===== src/rtl/mag_pkg.sv =====
package mag_pkg;

    localparam int FIELD_W = 3;
    localparam int IDX_W   = 3;
    localparam int TYPE_W  = 3;
    localparam int LVL_W   = 2;
    localparam int NUM_FIELDS = 1 << FIELD_W;
    localparam int NUM_IDX    = 1 << IDX_W;
    localparam int TYPE_LSB = 2;
    localparam int IDX_LSB  = TYPE_LSB + TYPE_W;
    localparam int LVL_LSB  = IDX_LSB + IDX_W;
    localparam int FSR_W    = LVL_LSB + LVL_W;

    typedef enum logic [1:0] {
        ACC_LOAD  = 2'd0,
        ACC_STORE = 2'd1,
        ACC_FETCH = 2'd2,
        ACC_RSVD  = 2'd3
    } acc_kind_e;

    typedef struct packed {
        logic rd;
        logic wr;
        logic ex;
    } rights_t;

    localparam logic [TYPE_W-1:0] ERR_NONE = 3'd0;
    localparam logic [TYPE_W-1:0] ERR_PROT = 3'd2;
    localparam logic [TYPE_W-1:0] ERR_PRIV = 3'd3;

    localparam rights_t RIGHTS_NONE = '{rd: 1'b0, wr: 1'b0, ex: 1'b0};
    localparam rights_t RIGHTS_ALL  = '{rd: 1'b1, wr: 1'b1, ex: 1'b1};

    // Per index row: 2-bit code per field, field c at bits [2c+1:2c].
    // Code 0 allowed, 2 protection, 3 privilege.
    function automatic logic [2*NUM_FIELDS-1:0] err_row(input logic [IDX_W-1:0] idx);
        logic [2*NUM_FIELDS-1:0] r;
        case (idx)
            3'd0:    r = 16'hF200;
            3'd1:    r = 16'h0200;
            3'd2:    r = 16'hF80A;
            3'd3:    r = 16'h080A;
            3'd4:    r = 16'hFA22;
            3'd5:    r = 16'h2222;
            3'd6:    r = 16'hFA2A;
            default: r = 16'h2A2A;
        endcase
        return r;
    endfunction

    function automatic logic [IDX_W-1:0] pack_index(input acc_kind_e kind, input logic sup);
        return {kind == ACC_STORE, kind == ACC_FETCH, sup};
    endfunction

    function automatic rights_t base_rights(input logic [FIELD_W-1:0] field);
        rights_t r;
        case (field)
            3'd0:    r = '{rd: 1'b1, wr: 1'b0, ex: 1'b0};
            3'd1:    r = '{rd: 1'b1, wr: 1'b1, ex: 1'b0};
            3'd2:    r = '{rd: 1'b1, wr: 1'b0, ex: 1'b1};
            3'd3:    r = RIGHTS_ALL;
            3'd4:    r = '{rd: 1'b0, wr: 1'b0, ex: 1'b1};
            3'd5:    r = '{rd: 1'b1, wr: 1'b1, ex: 1'b0};
            3'd6:    r = '{rd: 1'b1, wr: 1'b0, ex: 1'b1};
            default: r = RIGHTS_ALL;
        endcase
        return r;
    endfunction

endpackage


===== src/rtl/mag_perm_lut.sv =====
module mag_perm_lut
    import mag_pkg::*;
#(
    parameter bit USER_RESTRICT = 1'b1
) (
    input  logic [IDX_W-1:0]   idx_i,
    input  logic [FIELD_W-1:0] field_i,
    input  logic               sup_i,
    output logic [TYPE_W-1:0]  err_type_o,
    output rights_t            rights_o
);
    logic [2*NUM_FIELDS-1:0] row;
    logic [1:0]              code;

    always_comb begin
        row  = err_row(idx_i);
        code = row[2*field_i +: 2];
        err_type_o = (code == 2'd0) ? ERR_NONE : {1'b0, code};
    end

    generate
        if (USER_RESTRICT) begin : g_user_table
            always_comb begin
                rights_o = base_rights(field_i);
                if (!sup_i) begin
                    if (field_i == 3'd5) begin
                        rights_o = '{rd: 1'b1, wr: 1'b0, ex: 1'b0};
                    end else if (field_i[2:1] == 2'b11) begin
                        rights_o = RIGHTS_NONE;
                    end
                end
            end
        end else begin : g_flat_table
            always_comb rights_o = base_rights(field_i);
        end
    endgenerate
endmodule


===== src/rtl/mag_fault_decide.sv =====
module mag_fault_decide
    import mag_pkg::*;
(
    input  logic [IDX_W-1:0]   idx_i,
    input  logic               sup_i,
    input  logic [TYPE_W-1:0]  perm_err_i,
    input  rights_t            perm_rights_i,
    input  logic [LVL_W-1:0]   walk_level_i,
    input  logic [TYPE_W-1:0]  walk_kind_i,
    input  logic               nofault_i,
    input  logic               traps_en_i,
    output logic               capture_o,
    output logic               trap_o,
    output logic [FSR_W-1:0]   code_o,
    output rights_t            rights_o
);
    logic              walk_bad;
    logic              perm_bad;
    logic [TYPE_W-1:0] err_type;
    logic [LVL_W-1:0]  err_lvl;

    always_comb begin
        walk_bad  = (walk_kind_i != ERR_NONE);
        perm_bad  = (perm_err_i != ERR_NONE) && !(nofault_i && !sup_i);
        capture_o = walk_bad || perm_bad;
        trap_o    = capture_o && !nofault_i && traps_en_i;
        err_type  = walk_bad ? walk_kind_i : perm_err_i;
        err_lvl   = walk_bad ? walk_level_i : '0;

        code_o = '0;
        code_o[LVL_LSB +: LVL_W]   = err_lvl;
        code_o[IDX_LSB +: IDX_W]   = idx_i;
        code_o[TYPE_LSB +: TYPE_W] = err_type;
        code_o[1]                  = 1'b1;

        if (trap_o) begin
            rights_o = RIGHTS_NONE;
        end else if (capture_o) begin
            rights_o = RIGHTS_ALL;
        end else begin
            rights_o = perm_rights_i;
        end
    end
endmodule


===== src/rtl/mag_status_regs.sv =====
module mag_status_regs
    import mag_pkg::*;
#(
    parameter int VA_W = 32
) (
    input  logic             clk,
    input  logic             rst,
    input  logic             capture_i,
    input  logic [FSR_W-1:0] code_i,
    input  logic [VA_W-1:0]  vaddr_i,
    input  logic             rd_i,
    output logic [FSR_W-1:0] fsr_o,
    output logic [VA_W-1:0]  far_o
);
    logic [FSR_W-1:0] fsr_q, fsr_d;
    logic [VA_W-1:0]  far_q;
    logic [FSR_W-1:0] base;

    always_comb begin
        base  = ((fsr_q != '0) && !rd_i) ? FSR_W'(1) : '0;
        fsr_d = fsr_q;
        if (capture_i) begin
            fsr_d = base | code_i;
        end else if (rd_i) begin
            fsr_d = '0;
        end
    end

    always_ff @(posedge clk) begin
        if (rst) begin
            fsr_q <= '0;
            far_q <= '0;
        end else begin
            fsr_q <= fsr_d;
            if (capture_i) begin
                far_q <= vaddr_i;
            end
        end
    end

    assign fsr_o = fsr_q;
    assign far_o = far_q;
endmodule


===== src/rtl/mmu_access_guard.sv =====
module mmu_access_guard
    import mag_pkg::*;
#(
    parameter int VA_W = 32
) (
    input  logic                clk,
    input  logic                rst,
    input  logic                req_valid_i,
    input  logic [1:0]          req_kind_i,
    input  logic                req_super_i,
    input  logic [VA_W-1:0]     req_vaddr_i,
    input  logic [FIELD_W-1:0]  acc_field_i,
    input  logic [LVL_W-1:0]    walk_level_i,
    input  logic [TYPE_W-1:0]   walk_kind_i,
    input  logic                nofault_en_i,
    input  logic                traps_en_i,
    input  logic                fsr_rd_i,
    output logic                rsp_valid_o,
    output logic                rsp_rd_o,
    output logic                rsp_wr_o,
    output logic                rsp_ex_o,
    output logic                rsp_ok_o,
    output logic                ifault_o,
    output logic                dfault_o,
    output logic [FSR_W-1:0]    fsr_o,
    output logic [VA_W-1:0]     far_o
);
    acc_kind_e         kind;
    logic [IDX_W-1:0]  idx;
    logic [TYPE_W-1:0] perm_err;
    rights_t           perm_rights;
    logic              capture, trap;
    logic [FSR_W-1:0]  code;
    rights_t           rights;

    rights_t rights_q;
    logic    valid_q, ok_q, ifault_q, dfault_q;

    assign kind = acc_kind_e'(req_kind_i);
    assign idx  = pack_index(kind, req_super_i);

    mag_perm_lut #(.USER_RESTRICT(1'b1)) u_lut (
        .idx_i      (idx),
        .field_i    (acc_field_i),
        .sup_i      (req_super_i),
        .err_type_o (perm_err),
        .rights_o   (perm_rights)
    );

    mag_fault_decide u_decide (
        .idx_i         (idx),
        .sup_i         (req_super_i),
        .perm_err_i    (perm_err),
        .perm_rights_i (perm_rights),
        .walk_level_i  (walk_level_i),
        .walk_kind_i   (walk_kind_i),
        .nofault_i     (nofault_en_i),
        .traps_en_i    (traps_en_i),
        .capture_o     (capture),
        .trap_o        (trap),
        .code_o        (code),
        .rights_o      (rights)
    );

    mag_status_regs #(.VA_W(VA_W)) u_status (
        .clk       (clk),
        .rst       (rst),
        .capture_i (req_valid_i && capture),
        .code_i    (code),
        .vaddr_i   (req_vaddr_i),
        .rd_i      (fsr_rd_i),
        .fsr_o     (fsr_o),
        .far_o     (far_o)
    );

    always_ff @(posedge clk) begin
        if (rst) begin
            valid_q  <= 1'b0;
            rights_q <= RIGHTS_NONE;
            ok_q     <= 1'b0;
            ifault_q <= 1'b0;
            dfault_q <= 1'b0;
        end else begin
            valid_q  <= req_valid_i;
            rights_q <= req_valid_i ? rights : RIGHTS_NONE;
            ok_q     <= req_valid_i && !trap;
            ifault_q <= req_valid_i && trap && (kind == ACC_FETCH);
            dfault_q <= req_valid_i && trap && (kind != ACC_FETCH);
        end
    end

    assign rsp_valid_o = valid_q;
    assign rsp_rd_o    = rights_q.rd;
    assign rsp_wr_o    = rights_q.wr;
    assign rsp_ex_o    = rights_q.ex;
    assign rsp_ok_o    = ok_q;
    assign ifault_o    = ifault_q;
    assign dfault_o    = dfault_q;
endmodule


===== config.mk =====
export PLATFORM = sky130hd
export DESIGN_NAME = mmu_access_guard
export DESIGN_NICKNAME = d
export VERILOG_FILES = /design/src/rtl/mag_pkg.sv /design/src/rtl/mag_perm_lut.sv /design/src/rtl/mag_fault_decide.sv /design/src/rtl/mag_status_regs.sv /design/src/rtl/mmu_access_guard.sv
export SDC_FILE = /design/constraint.sdc
export NUM_CORES = 1
export LEC_CHECK = 0
export CORE_AREA = 3 3 79 81
export CTS_BUF_LIST = sky130_fd_sc_hd__clkbuf_4 sky130_fd_sc_hd__clkbuf_8
export CTS_CLUSTER_SIZE = 14
export DETAILED_ROUTE_END_ITERATION = 6
export DIE_AREA = 0 0 82 84
export PLACE_DENSITY = 0.88
export SLEW_MARGIN = 0
export SYNTH_ARGS = -nofsm -noshare
export SYNTH_HDL_FRONTEND = slang
export SYNTH_SLANG_ARGS = --single-unit

===== constraint.sdc =====
create_clock -name clk -period 1.6 [get_ports clk]
set_clock_uncertainty 0.05 [all_clocks]
set_input_delay 0.32 -clock clk [delete_from_list [all_inputs] [get_ports clk]]
set_output_delay 0.32 -clock clk [all_outputs]
set_load 0.01 [all_outputs]

Yosys cells after proc, flatten, opt, wreduce, memory -nomap -nowiden --
Index checks and enable logic that the tools add are counted.
Storage, ports and cells: flip-flop bits (word level) 49, input bits 49, output and inout bits 49, word-level logic and storage cells 65
Operators by class: eq/ne operators 15, shift operators 1, multiplexer cells 12, bitwise gates (word level) 2, reduce and logical (&&, ||, !) cells 26
Operators by type and width (number):
- 16-bit one-hot mux with 7 select lines | 1
- 10-bit two-way mux | 2
- 3-bit == test, second input constant | 6
- 16-bit by 5-bit indexed part select with 2-bit output | 1
- 3-bit two-way mux | 5
- 3-bit one-hot mux with 4 select lines | 1
- 1-bit logical AND | 10
- 10-bit OR | 1
- 10-bit nonzero test | 1
- 3-bit by 2-bit == test with 1-bit output, second input constant | 3
- 3-bit by 1-bit == test with 1-bit output, second input constant | 2
- 3-bit zero test | 2
- 3-bit nonzero test | 2
- 1-bit zero test | 5
- 2-bit == test, second input constant | 2
- 2-bit two-way mux | 2
- 2-bit OR reduction | 2
- 3-bit OR reduction | 1
- 2-bit by 1-bit == test with 1-bit output, second input constant | 1
- 2-bit zero test | 1
- 2-bit inequality test, second input constant | 1
- 2-bit nonzero test | 1
- 1-bit logical OR | 1
- 1-bit two-way mux | 1
- 1-bit NOT | 1

Depth between registers and ports, before layout --
word-level depth 13, depth in mapped cells 7, depth with buffers taken out 5

By module --
Synthesis repeated with hierarchy kept, for this count alone.
Unflattened totals: cells, all modules 210, area total of the unflattened synthesis 2065.7 um^2
By module, submodules not included:
- mag_status_regs | times used 1, cells an instance 153, area an instance 1561.5 um^2, sequential area each 840.8 um^2
- mmu_access_guard | times used 1, cells an instance 17, area an instance 226.5 um^2, sequential area each 140.1 um^2
- mag_fault_decide | times used 1, cells an instance 23, area an instance 172.7 um^2, sequential area each 0.0 um^2
- mag_perm_lut | times used 1, cells an instance 17, area an instance 105.1 um^2, sequential area each 0.0 um^2

Least setup slack after synthesis --
No wires, ideal clock.
path type input port to flip-flop, from in walk_kind_i[2], to reg u_status.far_q[10], in the netlist u_status.far_o[10], arrival time 1.552 ns, setup slack -0.120 ns, cell stages on the path 7, buffers on the path 2, path through or3_4 -> a211oi_2 -> nand3_2 -> and3_4 -> buf_12 -> buf_12 -> mux2i_1
On the way: longest elaborated chain between the ends 3
Ends and longest elaborated chain:
- start: declaration | RTL line mmu_access_guard.sv:14 | input logic [TYPE_W-1:0] walk_kind_i,
- 3-bit nonzero test | RTL line mag_fault_decide.sv:23 | walk_bad = (walk_kind_i != ERR_NONE);
- 1-bit logical OR | RTL line mag_fault_decide.sv:25 | capture_o = walk_bad || perm_bad;
- 1-bit logical AND | RTL line mmu_access_guard.sv:68 | .capture_i (req_valid_i && capture),
- end signal: assignment | RTL line mag_status_regs.sv:36 | far_q <= vaddr_i;
- end: declaration | RTL line mag_status_regs.sv:16 | logic [VA_W-1:0] far_q;
No other way between the ends. A chain may end at the register's enable or synchronous reset.

Worst setup path after layout --
from in walk_kind_i[2], to reg u_status.far_q[23], in the netlist u_status.far_o[23]
Same word-level chain as after synthesis.

==> results.sh <==
export IMPL_synth_top_area_frac=0.4488
export IMPL_synth_seq_cells=49
export IMPL_antenna_found_initial=0
export IMPL_cp_arrival_ns=1.75
export IMPL_track_usage=0.1826
export IMPL_ys_warn_count=0
export IMPL_slowest_stage="or3_4"
export IMPL_drt_met1_wl_um=2451
export IMPL_clkLatencyLatePin_ns=0.30
export IMPL_startpoint_type="primary input"
export IMPL_fin_nets=395
export IMPL_chipWidth_um=82
export IMPL_fp_row_count=27
export IMPL_syn_num_nets=271
export IMPL_yosys_top_cells_area="dfxtp_1 45%, nand2b_1 20%, mux2i_1 15%"
export IMPL_fin_cells=419
export IMPL_synthArstFlopShare=0
export IMPL_crit_chain="buf_6 > or3_4 > a211oi_4 > nand3_2 > and3_4 > buf_12 > mux2i_1"
export IMPL_yosys_area_top_type="dfxtp_1"
export IMPL_post_route_period_util=0.9881
export IMPL_cts_hold_buffers_added=0
export IMPL_cp_max_fo=8
export IMPL_dieArea_um2=6888
export IMPL_cts_tree="built"
export IMPL_min_path_type="in2reg"
export IMPL_rsz0062_at_grt="true"
export IMPL_synth_edf_count=0
export IMPL_grt_pass1_vias=2103
export IMPL_vias=2051
export IMPL_wl_met2_um=3136
export IMPL_synth_ff_type="dfxtp_1"
export IMPL_core_area_um2=5540
export IMPL_drv_slew=0
export IMPL_gr_total_overflow=0
export IMPL_placed_cells=404
export IMPL_wl_per_cell_um=14.72
export IMPL_portBuffers=97
export IMPL_total_power_mw=3.042
export IMPL_vias_per_cell=4.895
export IMPL_ios=98
export IMPL_layout_drive_gt1_share=0.1902
export IMPL_seq_area_frac_synth=0.4488
export IMPL_largest_reg_flops=32
export IMPL_max_freq_mhz=632.5
export IMPL_cp_required_ns=1.77
export IMPL_powerDensity_nw_per_um2=818.1
export IMPL_cts_max_level=2
export IMPL_drc=0
export IMPL_outcome="finished, final reports clean"
export IMPL_vdd_drop_max_mv=0.4956
export IMPL_syn_area_um2=2186
export IMPL_die_y_um=84
export IMPL_ys_types=30
export IMPL_area_delta_synth_final_pct=70.12
export IMPL_cts_sinks=49
export IMPL_fin_crit_ns=1.581
export IMPL_gp_congestion=0.8784
export IMPL_grt_max_degree=65
export IMPL_avgSynthCellArea_um2=9.846
export IMPL_netlist_instances=222
export IMPL_max_stage_delay_ns=0.40
export IMPL_grt_pass1_wl_um=9956
export IMPL_start_util=0.3945
export IMPL_power_leakage_nw=1.708
export IMPL_worst_pin_slew_ns=0.5098
export IMPL_setup_viol=0
export IMPL_highest_layer="met4"
export IMPL_cts_buffer_depth=2
export IMPL_diodes=0
export IMPL_cap_violations=0
export IMPL_dr_pass1_iters=4
export IMPL_hold_viol_final=0
export IMPL_cts_buffers=5
export IMPL_ant_nets=0
export IMPL_cts_root_buf="clkbuf_8"
export IMPL_path_class="in2reg"
export IMPL_clkSlewWorstSetupHoldPaths_ns=0.10
export IMPL_hpwl_um=4253
export IMPL_slew_limit_headroom=0.6578
export IMPL_routed_wl_um=6166
export IMPL_drt_iter0_markers=102
export IMPL_end_kind="register"
export IMPL_route_met3_wl_um=463
## critical path: cells and delay by family
family	cells	cell delay, ns
AOI/OAI and AO/OA	1	0.21
buffers and inverters	2	0.26
muxes	1	0.16
and+or+nand+nor	3	0.79
## timing repair
action,in CTS,in global routing
setup buffers,2,1
pin swaps,5,6
resized for setup,50,28
endpoints found under the setup margin,55,54
gates cloned,3,1
## placed cells by master (no fill, tap or decap), types with 2 or more instances in the layout
cell type,count
nor2b_1,2
bufinv_16,2
nor2_1,4
nand2b_1,69
a21oi_1,2
a31oi_2,2
clkbuf_8,5
buf_4,24
nor3_1,2
nand3_2,2
dfxtp_1,48
clkdlybuf4s50_1,69
buf_12,3
nor2_2,2
inv_1,2
a32o_1,3
dlygate4sd2_1,7
clkbuf_2,2
buf_2,4
nand2_1,11
mux2i_1,32
buf_16,3
dlymetal6s2s_1,13
buf_6,3
o21ai_0,3
o22ai_2,3
o21ai_1,3
nand3_1,2
nor3b_4,2
## metrics by stage
step                        util  hold slack [ns]  cell area (µm²)  worst slack [ns]  setup TNS, ns
after detailed placement  0.6084           0.4068             3371           -0.7748         -27.02
final                     0.6712           0.2757             3719           0.01905              0
after floorplan                -           0.3879             2186           -0.1202         -3.418
after CTS                 0.6572           0.3161             3641         0.0004055              0
after global routing      0.6712           0.2688             3719          -0.03347        -0.1634
after global placement    0.6084           0.4052             3371           -0.6484         -24.75
## cell usage after synthesis, types with 2 or more instances
master / n
a21oi_1: 2
a31oi_1: 3
a32o_1: 3
buf_12: 3
clkbuf_1: 8
dfxtp_1: 49
inv_1: 3
mux2i_1: 32
nand2_1: 11
nand2b_1: 69
nand3_1: 3
nor2_1: 6
nor2b_1: 3
nor3_1: 2
nor3b_1: 3
o21ai_0: 6
o22ai_1: 3
## kinds of logic (layout without fill, tap and decap cells)
kind of cell    after synthesis  count (layout)  share of synthesized area
buf+inv                      15             140                    0.05152
compound gates               24              24                    0.07556
mux                          32              32                     0.1465
simple gates                102             102                     0.2776
flops                        49              49                     0.4488
## worst paths after layout
path / from / to / slack [ns] / cells past startpoint
setup / recovery: walk_kind_i[2] / u_status.far_o[23] / 0.02 / 7
hold / removal: req_kind_i[1] / u_status.fsr_o[7] / 0.28 / 2
setup reg to reg: u_status.fsr_o[6] / u_status.fsr_o[0] / 0.36 / 4
hold reg to reg: u_status.fsr_o[0] / u_status.fsr_o[0] / 0.43 / 2
## layer usage
metal  up-vias  global-route usage
met5         -                   0
met4         0             0.06495
met3        16             0.06156
met2        84              0.2983
met1       955              0.2189
li1        996                   -
## where the power goes
part / leakage (nW) / internal (mW) / total, mW / switching (mW)
clock: 0.0681 / 0.621 / 1.03 / 0.410
sequential: 0.404 / 1.30 / 1.34 / 0.0410
combinational: 1.24 / 0.414 / 0.674 / 0.260
total: 1.71 / 2.33 / 3.04 / 0.711
## final cells by class
type	instances	area, µm²
fill	446	1822
inverter	3	11.26
sequential	49	982.2
timing repair buffer	129	1326
clock buffer	5	68.82
tap	72	90.09
clock inverter	3	65.06
multi-input combinational	158	1175
Note: power is estimated with default switching activity, not from simulation.
